`config.mk`:
```
export PLATFORM = sky130hd
export DESIGN_NAME = fg_cell
export DESIGN_NICKNAME = d
export VERILOG_FILES = /design/src/rtl/fg_pkg.sv /design/src/rtl/fg_cells.sv /design/src/rtl/fg_tap_mux.sv /design/src/rtl/fg_out_reg.sv /design/src/rtl/fg_cell.sv
export SDC_FILE = /design/constraint.sdc
export NUM_CORES = 1
export LEC_CHECK = 0
export BUFFER_PORTS_ARGS = -buffer_cell sky130_fd_sc_hd__buf_2
export CAP_MARGIN = 10
export CORE_MARGIN = 2
export CORE_UTILIZATION = 30
export DETAILED_ROUTE_END_ITERATION = 7
export PLACE_DENSITY = 0.55
export SYNTH_ARGS = -nofsm -noshare
export SYNTH_HDL_FRONTEND = slang
export SYNTH_HIERARCHICAL = 1
export SYNTH_SLANG_ARGS = --single-unit
```
`constraint.sdc`:
```
create_clock -name clk -period 1.7 [get_ports clk]
set_input_delay 0.255 -clock clk [delete_from_list [all_inputs] [get_ports clk]]
set_output_delay 0.255 -clock clk [all_outputs]
set_load 0.01 [all_outputs]
```
`src/rtl/fg_pkg.sv`:
```
// Package: shared mode encoding and helpers for the function generator.
// Assumes the mode input is two bits wide; the spare code behaves as table mode.
package fg_pkg;

    typedef enum logic [1:0] {
        FG_TABLE     = 2'b00,
        FG_MEMORY    = 2'b01,
        FG_SHIFT     = 2'b10,
        FG_TABLE_ALT = 2'b11
    } fg_mode_e;

    // Decoded per-cycle update operation for the cell array.
    typedef enum logic [1:0] {
        OP_HOLD  = 2'b00,
        OP_LOAD  = 2'b01,
        OP_WRITE = 2'b10,
        OP_SHIFT = 2'b11
    } fg_op_e;

    // Picks the array operation; configuration load wins over write/shift.
    function automatic fg_op_e fg_decode(input fg_mode_e mode, input logic load,
                                         input logic en);
        fg_op_e op;
        if (load)
            op = OP_LOAD;
        else if (mode == FG_MEMORY && en)
            op = OP_WRITE;
        else if (mode == FG_SHIFT && en)
            op = OP_SHIFT;
        else
            op = OP_HOLD;
        return op;
    endfunction

endpackage

```
`src/rtl/fg_cells.sv`:
```
// Module: fg_cells
// Holds the shared cell array and applies one decoded operation per clock:
// whole-array load, single-cell write, or a one-step shift toward the top.
// Assumes the operation has already been prioritised by the caller.
module fg_cells
    import fg_pkg::*;
#(
    parameter int ADDR_W = 4,
    localparam int DEPTH = 1 << ADDR_W
) (
    input  logic              clk,
    input  logic              rst_n,
    input  fg_op_e            op_i,
    input  logic [DEPTH-1:0]  load_data_i,
    input  logic [ADDR_W-1:0] addr_i,
    input  logic              din_i,
    output logic [DEPTH-1:0]  cells_o
);

    logic [DEPTH-1:0] cells_q;

    // Update the array: reset, load, write, shift or hold.
    always_ff @(posedge clk) begin
        if (!rst_n) begin
            cells_q <= '0;
        end else begin
            unique case (op_i)
                OP_LOAD:  cells_q <= load_data_i;
                OP_WRITE: cells_q[addr_i] <= din_i;
                OP_SHIFT: cells_q <= {cells_q[DEPTH-2:0], din_i};
                default:  cells_q <= cells_q;
            endcase
        end
    end

    assign cells_o = cells_q;

endmodule

```
`src/rtl/fg_tap_mux.sv`:
```
// Module: fg_tap_mux
// Balanced binary multiplexer tree that returns cell[sel]. Every path from the
// array to the output crosses exactly ADDR_W 2:1 stages, so the delay does not
// depend on the stored contents. Assumes cells are ordered with bit 0 at index 0.
module fg_tap_mux #(
    parameter int ADDR_W = 4,
    localparam int DEPTH = 1 << ADDR_W,
    localparam int NODES = 2 * DEPTH - 1
) (
    input  logic [DEPTH-1:0]  cells_i,
    input  logic [ADDR_W-1:0] sel_i,
    output logic              out_o
);

    // Heap-ordered tree: node 0 is the root, node k has children 2k+1 and 2k+2.
    logic [NODES-1:0] node;

    // Leaves sit at the bottom of the heap in cell order.
    assign node[NODES-1:DEPTH-1] = cells_i;

    // One row of 2:1 selects per address bit, the MSB at the root.
    for (genvar d = 0; d < ADDR_W; d++) begin : g_level
        for (genvar j = 0; j < (1 << d); j++) begin : g_node
            localparam int K = (1 << d) - 1 + j;
            assign node[K] = sel_i[ADDR_W-1-d] ? node[2*K+2] : node[2*K+1];
        end
    end

    assign out_o = node[0];

endmodule

```
`src/rtl/fg_out_reg.sv`:
```
// Module: fg_out_reg
// The companion flip-flop fed by the generator output; it captures on every
// clock edge and clears on synchronous reset.
module fg_out_reg (
    input  logic clk,
    input  logic rst_n,
    input  logic d_i,
    output logic q_o
);

    // Capture the combinational output each cycle.
    always_ff @(posedge clk) begin
        if (!rst_n)
            q_o <= 1'b0;
        else
            q_o <= d_i;
    end

endmodule

```
`src/rtl/fg_cell.sv`:
```
// Module: fg_cell (top)
// Multi-mode function generator: one cell array used as a truth table, a 16x1
// RAM or a variable-tap shift register, selected by mode_i. The read is purely
// combinational; a companion register and a cascade output are provided.
// Assumes mode_i is quasi-static; the spare mode code acts as table mode.
module fg_cell
    import fg_pkg::*;
#(
    parameter int ADDR_W = 4,
    localparam int DEPTH = 1 << ADDR_W
) (
    input  logic              clk,
    input  logic              rst_n,
    input  logic [1:0]        mode_i,
    input  logic              cfg_load_i,
    input  logic [DEPTH-1:0]  cfg_data_i,
    input  logic              we_i,
    input  logic              din_i,
    input  logic [ADDR_W-1:0] addr_i,
    output logic              dout_o,
    output logic              cascade_o,
    output logic              q_o
);

    fg_mode_e         mode;
    fg_op_e           op;
    logic [DEPTH-1:0] cells;

    // Decode the mode and pick this cycle's array operation.
    always_comb begin
        mode = fg_mode_e'(mode_i);
        op   = fg_decode(mode, cfg_load_i, we_i);
    end

    fg_cells #(.ADDR_W(ADDR_W)) u_cells (
        .clk         (clk),
        .rst_n       (rst_n),
        .op_i        (op),
        .load_data_i (cfg_data_i),
        .addr_i      (addr_i),
        .din_i       (din_i),
        .cells_o     (cells)
    );

    fg_tap_mux #(.ADDR_W(ADDR_W)) u_mux (
        .cells_i (cells),
        .sel_i   (addr_i),
        .out_o   (dout_o)
    );

    fg_out_reg u_oreg (
        .clk   (clk),
        .rst_n (rst_n),
        .d_i   (dout_o),
        .q_o   (q_o)
    );

    assign cascade_o = cells[DEPTH-1];

endmodule

```
==> impl_metrics.py, run 1 <==
metrics = {
    "grt": {
        "use_met2_pct": 25.69,
        "grt_usage_pct": 15.64,
        "grt_pass1_vias": 1424,
        "grt_max_degree": 23,
        "gr-total-overflow": 0,
        "grt_pass1_wl_microns": 6713,
        "grt_busiest_layer": "met2",
        "grt_antenna_before_repair": 0,
        "globalRouteMet1Util_pct": 21.41,
        "grt_util_met3_pct": 2.033,
    },
    "timing": {
        "period_share_pct": 102.8,
        "setup_ws_ns": -0.04703,
        "tightestPinTransition_ns": 0.5142,
        "fmax_mhz": 572.4,
        "rsz0062_at_grt": "yes",
        "hold_viol": 0,
        "finalSetupTns_ns": -0.04703,
        "finClkSkew_ns": 0.005576,
        "whs_ns": 0.2584,
        "slew_headroom_pct": 65.72,
        "setup_viol_count_final": 1,
        "min_period_ns": 1.747,
        "slew_violations": 0,
    },
    "worst_setup_path": {
        "crit_family": "multiplexers",
        "cp-end-kind": "output pin",
        "crit_start": "u_cells/cells_o[11]$_SDFFE_PN0P_",
        "worst_path_most_repeated_cell": "mux2i_1",
        "crit_buf_inv": 1,
        "cp_slowest_cell": "mux4_2",
        "criticalPathCategory": "reg -> out",
        "crit_chain": "mux4_2 -> mux2i_1 -> mux2i_1 -> buf_2",
        "worstPathRequired_ns": 1.44,
        "cp.arrival_ns": 1.49,
        "r2r-start": "u_cells/cells_o[11]$_SDFFE_PN0P_",
        "worst-path-max-fanout": 4,
        "slowest_delay_ns": 0.48,
        "worstSetupStartpointType": "flop",
    },
    "power": {
        "swShare_pct": 31.86,
        "powerDensity_mw_per_mm2": 639.2,
        "power.internal_w": 0.0007645,
        "comb_power_share_pct": 29.4,
        "p_seq_share_pct": 42.5,
        "clock_power_share_pct": 28.1,
        "vdd_drop_max_uv": 210.7,
        "fin_total_pwr_w": 0.001122,
        "p_leak_nw": 0.6378,
        "switching_power_w": 0.0003575,
    },
    "floorplanning": {
        "rows": 25,
        "die_area_sq_mm": 0.005468,
        "core_sq_mm": 0.004723,
        "start_util_pct": 31.07,
        "io_pins": 30,
        "die_height_microns": 73.95,
        "fp.dieW_microns": 73.95,
    },
    "logic_synthesis": {
        "syn_area_sq_mm": 0.001468,
        "synth_top_family_by_area": "compound AO/OA/AOI/OAI gates",
        "synth_top_area_share_pct": 23.19,
        "syn_area_per_cell_sq_um": 9.469,
        "syn_inst": 155,
        "ys_seq_area_share_pct": 23.19,
        "synthesis.nets": 182,
        "synthMuxAreaShare_pct": 9.207,
        "synthAdderAreaFrac_pct": 0,
        "synth.area.top_cells": "dfxtp_1 23%, o2bb2ai_1 9.5%, mux4_1 7.2%",
        "synth-simple-area-share_pct": 24.04,
        "yosys_warnings": 6,
        "yosys.area.top_type": "dfxtp_1",
        "synth_ff_type": "dfxtp_1",
        "async_flop_share_pct": 0,
        "synth_compound_area_share_pct": 33.67,
        "synth_cell_types": 33,
        "synth_xor_area_share_pct": 0.5968,
        "synth_edf_count": 0,
        "synth-seq-cells": 17,
    },
    "clock_tree": {
        "htree_levels": 1,
        "cts_tree": "yes",
        "cts_hold_buf": 0,
        "cts_buffers": 3,
        "clk_latency_ns": 0.26,
        "cts.sinks": 17,
        "clock-root-buffer": "clkbuf_8",
        "path_clk_slew_ns": 0.08,
        "cts_max_path_buffers": 2,
    },
    "status": {
        "violations": "setup timing",
        "status": "finished, violations left",
    },
    "worst_hold_path": {
        "min_from": "cfg_data_i[8]",
        "hold_class": "in -> reg",
    },
    "placed_design": {
        "dp_hpwl_microns": 2749,
        "gp_congestion": 0.7500,
        "place_ws_ns": -0.04191,
        "numPortBuffers": 29,
    },
    "route": {
        "dr.pass1.iters": 4,
        "wl_per_cell_microns": 15.39,
        "drt-total-wl_microns": 3908,
        "drt_iter0_markers": 101,
        "drc": 0,
        "postRouteAntennaNets": 0,
        "vias": 1373,
        "vias_per_cell": 5.406,
    },
    "final_layout": {
        "post-route-util_pct": 37.17,
        "drive_gt1_share_pct": 43.85,
        "final_nets": 215,
        "antenna_cells": 0,
        "layout-area-overhead-vs-synth_pct": 19.61,
    },
    "run": {
        "maxCapViolations": 0,
    },
}
## power groups by stage
stage	Sequential, W	Clock (W)	Combinational, W
final	0.000476	0.000316	0.000330
after detailed placement	0.000486	0	0.000301
after global routing	0.000482	0.000344	0.000366
after floorplan	0.000475	0	0.000213
after global placement	0.000492	0	0.000296
after CTS	0.000475	0.000321	0.000331
## cells in the mapped netlist (2+ instances only)
master     number
o221ai_1        9
and4b_1         4
a21oi_1        16
or2_1           2
nand2b_1        3
and4bb_2        2
buf_4           2
mux2i_1         3
and4bb_1        3
dfxtp_1        17
clkbuf_1        4
buf_2           7
buf_6           5
nand2_1        18
or3b_4          2
mux4_1          4
o221ai_2        6
o21ai_1         3
nor4b_2         4
o2bb2ai_1      16
o21ai_0        13
## registers in the layout (all words and copies together) (netlist names)
name and cells:
u_oreg/q_o 1, u_cells/cells_o 16
## cell type report
cell class	count	area (sq um)
Timing Repair Buffer	47	292.8
Sequential cell	17	352.8
Fill cell	497	2968
Clock buffer	3	41.29
Tap cell	67	83.83
Multi-Input combinational cell	119	979.7
Clock inverter	1	5.005
## worst min-delay path: stages
cell and delay (ns):
buf_2 0.08, o2bb2ai_1 0.05, a21oi_1 0.10
## final timing paths
check | endpoint | slack (ns) | depth (start not counted)
worst max-delay path | dout_o | -0.05 | 4
worst min-delay path | u_cells/cells_o[8]$_SDFFE_PN0P_ | 0.26 | 3
worst max register to register | u_oreg/q_o$_SDFF_PN0_ | 0.38 | 4
worst min register to register | u_cells/cells_o[13]$_SDFFE_PN0P_ | 0.54 | 2
## through the flow
stage	instance area (sq um)	instances
detailed placement	1663	244
global placement	1663	244
CTS	1753	254
finish	1755	254
floorplan	1468	155
global route	1755	254
## kinds of logic (layout without fill, tap and decap cells)
group,Yosys count,after routing
xor+xnor,1,1
simple gates,45,45
flops,17,17
compound gates,66,66
mux,7,7
buf+inv,19,51
## layout by cell type, fill, tap and decap left out, types with 2 or more instances in the layout
cell,n
a21oi_1,16
and4b_1,4
and4bb_1,3
and4bb_2,2
buf_2,29
buf_4,17
clkbuf_8,3
dfxtp_1,7
dfxtp_2,10
mux2i_1,3
mux4_2,3
nand2_1,18
nand2b_1,3
nor4b_2,4
o21ai_0,13
o21ai_1,3
o221ai_1,9
o221ai_2,6
o2bb2ai_1,16
or2_1,2
or3b_4,2
## timing repair
item,in CTS,in global routing
endpoints found under the hold margin,0,0
gates resized for setup,11,2
cloned,0,0
setup buffers,6,0
pin swaps,0,0
endpoints found under the setup margin,1,1
## per-layer routing
layer / wire, microns / vias up
li1: - / 683
met1: 1903 / 659
met2: 1858 / 27
met3: 101 / 4
met4: 44 / 0
met5: 0 / -
Power figures use the tool's default switching activity.
==> run 2, diff against run 1 <==
--- a/config.mk
+++ b/config.mk
@@ -10,7 +10,7 @@
 export CORE_MARGIN = 2
 export CORE_UTILIZATION = 30
 export DETAILED_ROUTE_END_ITERATION = 7
-export PLACE_DENSITY = 0.55
+export PLACE_DENSITY_LB_ADDON = 0.2
 export SYNTH_ARGS = -nofsm -noshare
 export SYNTH_HDL_FRONTEND = slang
 export SYNTH_HIERARCHICAL = 1
==> run 2 against run 1 <==
The run still ends with setup timing left. Combinational power barely moved. Routed wire length rose by 4.8%. Non-clock buffer count fell by 1.
==> impl_metrics.py, run 2 (synthesis results as in run 1) <==
metrics = {
    "worst_setup_path": {
        "worstSetupStartpointType": "flop",
        "criticalPathCategory": "reg -> out",
        "worstPathRequired_ns": 1.44,
        "cp.arrival_ns": 1.48,
        "cp-end-kind": "output pin",
        "worst_r2r_path_depth": 4,
        "worst-path-max-fanout": 4,
    },
    "clock_tree": {
        "clock-root-buffer": "clkbuf_8",
        "path_clk_slew_ns": 0.07,
        "cts_max_path_buffers": 2,
        "cts_hold_buf": 0,
        "clk_latency_ns": 0.26,
        "cts.sinks": 17,
        "cts_buffers": 3,
        "htree_levels": 1,
        "cts_tree": "yes",
    },
    "grt": {
        "grt_antenna_before_repair": 0,
        "gr-total-overflow": 0,
        "grt_pass1_wl_microns": 6837,
        "grt_usage_pct": 16.28,
        "grt_max_degree": 23,
        "grt_pass1_vias": 1389,
    },
    "final_layout": {
        "largest_reg_flops": 16,
        "layout-area-overhead-vs-synth_pct": 19.18,
        "drive_gt1_share_pct": 44.09,
        "final_nets": 214,
        "layout_commonest_cell": "buf_2",
        "antenna_cells": 0,
        "layout_common_cells": "29 x buf_2, 18 x nand2_1, 16 x buf_4, 16 x o2bb2ai_1, 16 x a21oi_1",
        "final_cell_count_no_fill": 253,
    },
    "timing": {
        "rsz0062_at_grt": "yes",
        "min_period_ns": 1.739,
        "setup_ws_ns": -0.03941,
        "finClkSkew_ns": 0.004714,
        "setup_viol_count_final": 1,
        "period_share_pct": 102.3,
        "slew_violations": 0,
        "slew_headroom_pct": 63.59,
        "finalSetupTns_ns": -0.03941,
        "tightestPinTransition_ns": 0.5461,
        "whs_ns": 0.2570,
        "fmax_mhz": 574.9,
        "hold_viol": 0,
    },
    "route": {
        "drc": 0,
        "drt-total-wl_microns": 4097,
        "vias": 1403,
        "wl_per_cell_microns": 16.19,
        "drt_iter0_markers": 147,
        "dr.pass1.iters": 4,
        "vias_per_cell": 5.545,
        "postRouteAntennaNets": 0,
    },
    "placed_design": {
        "place_ws_ns": -0.04183,
        "gp_congestion": 0.8670,
        "dp_hpwl_microns": 2905,
        "dpl.cell_count": 243,
        "numPortBuffers": 29,
    },
    "floorplanning": {
        "die_area_sq_mm": 0.005468,
        "core_sq_mm": 0.004723,
        "start_util_pct": 31.07,
        "fp.dieW_microns": 73.95,
        "rows": 25,
        "die_height_microns": 73.95,
        "io_pins": 30,
    },
    "worst_hold_path": {
        "hold_class": "in -> reg",
        "whs_path_depth": 3,
    },
    "power": {
        "vdd_drop_max_uv": 329.2,
        "powerDensity_mw_per_mm2": 645.9,
        "p_leak_nw": 0.6309,
    },
    "status": {
        "status": "finished, violations left",
        "violations": "setup timing",
    },
    "run": {
        "maxCapViolations": 0,
    },
}
==> run 2: cell count changes in the layout (fill, tap and decap cells not counted) <==
cell / previous run / this run
clkbuf_1: 0 / 1
dfxtp_2: 10 / 12
clkinv_2: 1 / 0
dfxtp_1: 7 / 5
buf_4: 17 / 16
==> run 2: area by class of cell <==
| cell class | instances | area [sq um] |
|---|---|---|
| repair buffers | 46 | 285.3 |
| multi-input cells | 119 | 979.7 |
| well taps | 67 | 83.83 |
| fillers | 486 | 2974 |
| flip-flops and latches | 17 | 355.3 |
| clock buffers | 4 | 45.04 |
==> run 2: critical path, cell delays in order, from the launching register on <==
cell	delay, ns
dfxtp_2	0.34
mux4_2	0.45
mux2i_1	0.17
mux2i_1	0.11
buf_2	0.16
==> run 2: final timing paths <==
path / startpoint / end / slack [ns]
worst min register to register: u_cells/cells_o[10]$_SDFFE_PN0P_ / u_cells/cells_o[10]$_SDFFE_PN0P_ / 0.55
worst max register to register: u_cells/cells_o[6]$_SDFFE_PN0P_ / u_oreg/q_o$_SDFF_PN0_ / 0.38
worst max-delay path: u_cells/cells_o[6]$_SDFFE_PN0P_ / dout_o / -0.04
worst min-delay path: cfg_data_i[15] / u_cells/cells_o[15]$_SDFFE_PN0P_ / 0.26
==> run 2: what timing repair did <==
item | CTS | global route
setup buffers | 6 | 0
cloned | 0 | 0
endpoints found under the setup margin | 1 | 1
gates resized for setup | 15 | 0
==> run 2: power breakdown <==
| group | switching [W] | internal [W] | total [W] |
|---|---|---|---|
| Clock | 0.000154 | 0.000167 | 0.000321 |
| Sequential | 0.0000364 | 0.000444 | 0.000480 |
| Combinational | 0.000171 | 0.000157 | 0.000328 |
| Total | 0.000362 | 0.000768 | 0.00113 |
==> run 2: per-layer routing <==
| layer | part of all wire, % | routed length [microns] | global-route usage [%] | vias to the layer above |
|---|---|---|---|---|
| li1 | - | - | - | 677 |
| met1 | 46 | 1903 | 21.62 | 686 |
| met2 | 48 | 1950 | 26.59 | 34 |
| met3 | 4.9 | 202 | 4.065 | 6 |
| met4 | 1.0 | 41 | 4.040 | 0 |
| met5 | 0 | 0 | 0 | - |
==> run 2: metrics by stage <==
| stage | power, W | area, sq um | utilization [%] |
|---|---|---|---|
| 3_3_place_gp | 0.0007793 | 1655 | 35.05 |
| 2_1_floorplan | 0.0006880 | 1468 | - |
| 6_report | 0.001130 | 1749 | 37.03 |
| 5_1_grt | 0.001197 | 1749 | 37.03 |
| 4_1_cts | 0.001139 | 1749 | 37.03 |
| 3_5_place_dp | 0.0007860 | 1655 | 35.05 |
==> run 3, diff against run 2 <==
--- a/config.mk
+++ b/config.mk
@@ -7,10 +7,10 @@
 export LEC_CHECK = 0
 export BUFFER_PORTS_ARGS = -buffer_cell sky130_fd_sc_hd__buf_2
 export CAP_MARGIN = 10
-export CORE_MARGIN = 2
 export CORE_UTILIZATION = 30
 export DETAILED_ROUTE_END_ITERATION = 7
 export PLACE_DENSITY_LB_ADDON = 0.2
+export REMOVE_ABC_BUFFERS = 1
 export SYNTH_ARGS = -nofsm -noshare
 export SYNTH_HDL_FRONTEND = slang
 export SYNTH_HIERARCHICAL = 1
==> run 3 against run 2 <==
The flow still finishes with violations (setup timing). Register-to-register slack gained 0.02 ns. Design area grew 3.4%. Highest routed layer unchanged. Critical path depth is the same. Sequential power shrank 2%. Flip-flop and latch count is the same. Clock power grew 2%. Critical path type unchanged. First-iteration DRC count shrank 6.8%. Largest power group unchanged. Non-clock buffer count grew 7. Critical endpoint unchanged.
==> impl_metrics.py, run 3 (synthesis results as in run 1) <==
metrics = {
    "status": {
        "status": "finished, violations left",
        "violations": "setup timing",
    },
    "route": {
        "drt-total-wl_microns": 4221,
        "wl_per_cell_microns": 16.23,
        "dr.pass1.iters": 4,
        "vias": 1443,
        "drc": 0,
        "postRouteAntennaNets": 0,
        "drt_iter0_markers": 137,
        "vias_per_cell": 5.550,
    },
    "worst_setup_path": {
        "worst-path-max-fanout": 4,
        "crit_buf_inv": 1,
        "crit_family": "multiplexers",
        "worst_path_most_repeated_cell": "mux2i_1",
        "worstSetupStartpointType": "flop",
        "cp_slowest_cell": "mux4_2",
        "crit_chain": "mux4_2 -> mux2i_1 -> mux2i_1 -> buf_2",
        "slowest_delay_ns": 0.47,
        "cp.arrival_ns": 1.46,
        "worstPathRequired_ns": 1.44,
        "cp-end-kind": "output pin",
        "criticalPathCategory": "reg -> out",
    },
    "clock_tree": {
        "cts.sinks": 17,
        "cts_tree": "yes",
        "htree_levels": 1,
        "clk_latency_ns": 0.26,
        "cts_hold_buf": 0,
        "path_clk_slew_ns": 0.08,
        "clock-root-buffer": "clkbuf_8",
        "cts_max_path_buffers": 2,
        "cts_buffers": 3,
    },
    "timing": {
        "hold_viol": 0,
        "fmax_mhz": 584.2,
        "setup_viol_count_final": 1,
        "period_share_pct": 100.7,
        "slew_violations": 0,
        "min_period_ns": 1.712,
        "finClkSkew_ns": 0.002236,
        "whs_ns": 0.2532,
        "setup_ws_ns": -0.01161,
        "tightestPinTransition_ns": 0.5404,
        "rsz0062_at_grt": "yes",
        "slew_headroom_pct": 63.97,
    },
    "floorplanning": {
        "rows": 25,
        "start_util_pct": 31.07,
        "die_area_sq_mm": 0.005176,
        "fp.dieW_microns": 71.95,
        "die_height_microns": 71.95,
        "core_sq_mm": 0.004723,
        "io_pins": 30,
    },
    "final_layout": {
        "antenna_cells": 0,
        "largest_reg_flops": 16,
        "drive_gt1_share_pct": 48.19,
        "layout_commonest_cell": "buf_2",
        "nFillCells": 504,
        "layout_common_cells": "29 x buf_2, 23 x buf_4, 18 x nand2_1",
        "final_nets": 221,
        "final_cell_count_no_fill": 260,
        "layout-area-overhead-vs-synth_pct": 23.27,
    },
    "grt": {
        "gr-total-overflow": 0,
        "grt_pass1_wl_microns": 6913,
        "grt_max_degree": 22,
        "grt_pass1_vias": 1396,
        "grt_antenna_before_repair": 0,
        "grt_usage_pct": 17.21,
    },
    "placed_design": {
        "place_ws_ns": -0.01726,
        "gp_congestion": 0.7881,
        "dp_hpwl_microns": 2842,
        "numPortBuffers": 29,
        "dpl.cell_count": 243,
    },
    "power": {
        "p_leak_nw": 0.6707,
        "vdd_drop_max_uv": 255.6,
        "powerDensity_mw_per_mm2": 640.9,
    },
    "run": {
        "maxCapViolations": 0,
    },
    "worst_hold_path": {
        "hold_class": "in -> reg",
    },
}
run 3: changes by cell type in the layout (fill, tap and decap cells not counted), sizes merged:
cell    change
clkinv      +1
clkbuf      -1
buf         +7
run 3: worst paths after layout:
path | startpoint | depth (start not counted) | endpoint | slack (ns)
min reg2reg | u_cells/cells_o[12]$_SDFFE_PN0P_ | 2 | u_cells/cells_o[12]$_SDFFE_PN0P_ | 0.56
max reg2reg | u_cells/cells_o[15]$_SDFFE_PN0P_ | 4 | u_oreg/q_o$_SDFF_PN0_ | 0.40
max | u_cells/cells_o[15]$_SDFFE_PN0P_ | 4 | dout_o | -0.01
min | cfg_data_i[15] | 3 | u_cells/cells_o[15]$_SDFFE_PN0P_ | 0.25
run 3: metrics by stage:
stage           power, W  setup TNS [ns]  cell area, sq um  util [%]
4_1_cts         0.001150        -0.01649              1802     38.15
3_3_place_gp   0.0007787               0              1655     35.05
3_5_place_dp   0.0007848        -0.01726              1655     35.05
2_1_floorplan  0.0006386          -4.392              1331         -
6_report        0.001160        -0.01161              1809     38.30
5_1_grt         0.001216        -0.08778              1809     38.30
run 3: layout make-up:
cell class	count	area (sq um)	area share, %
clock buffer	3	41.29	2.282
clock inverter	1	5.005	0.2766
multi-input combinational	119	979.7	54.15
sequential	17	361.6	19.99
tap	67	83.83	4.633
timing repair buffer	53	337.8	18.67
run 3: repair_timing:
action | 4_1_cts | 5_1_grt
gates resized for setup | 19 | 0
setup buffers | 12 | 1
endpoints found under the setup margin | 1 | 1
hold endpoints to repair | 0 | 0
run 3: report_power, final:
part,switching [W],internal (W),leakage [nW]
logic,0.000187,0.000175,0.499
registers,0.0000269,0.000444,0.146
clock network,0.000164,0.000163,0.0255
total,0.000377,0.000782,0.671
run 3: worst register-to-register path, stage by stage (launching register included):
cell	delay (ns)
dfxtp_2	0.34
mux4_2	0.47
mux2i_1	0.15
mux2i_1	0.10
and2_1	0.15
run 3: metal layers:
layer / track usage, % / share of wire [%]
met1: 24.22 / 50
met2: 26.21 / 46
met3: 2.639 / 3.7
met4: 7.407 / 1.1
met5: 0 / 0
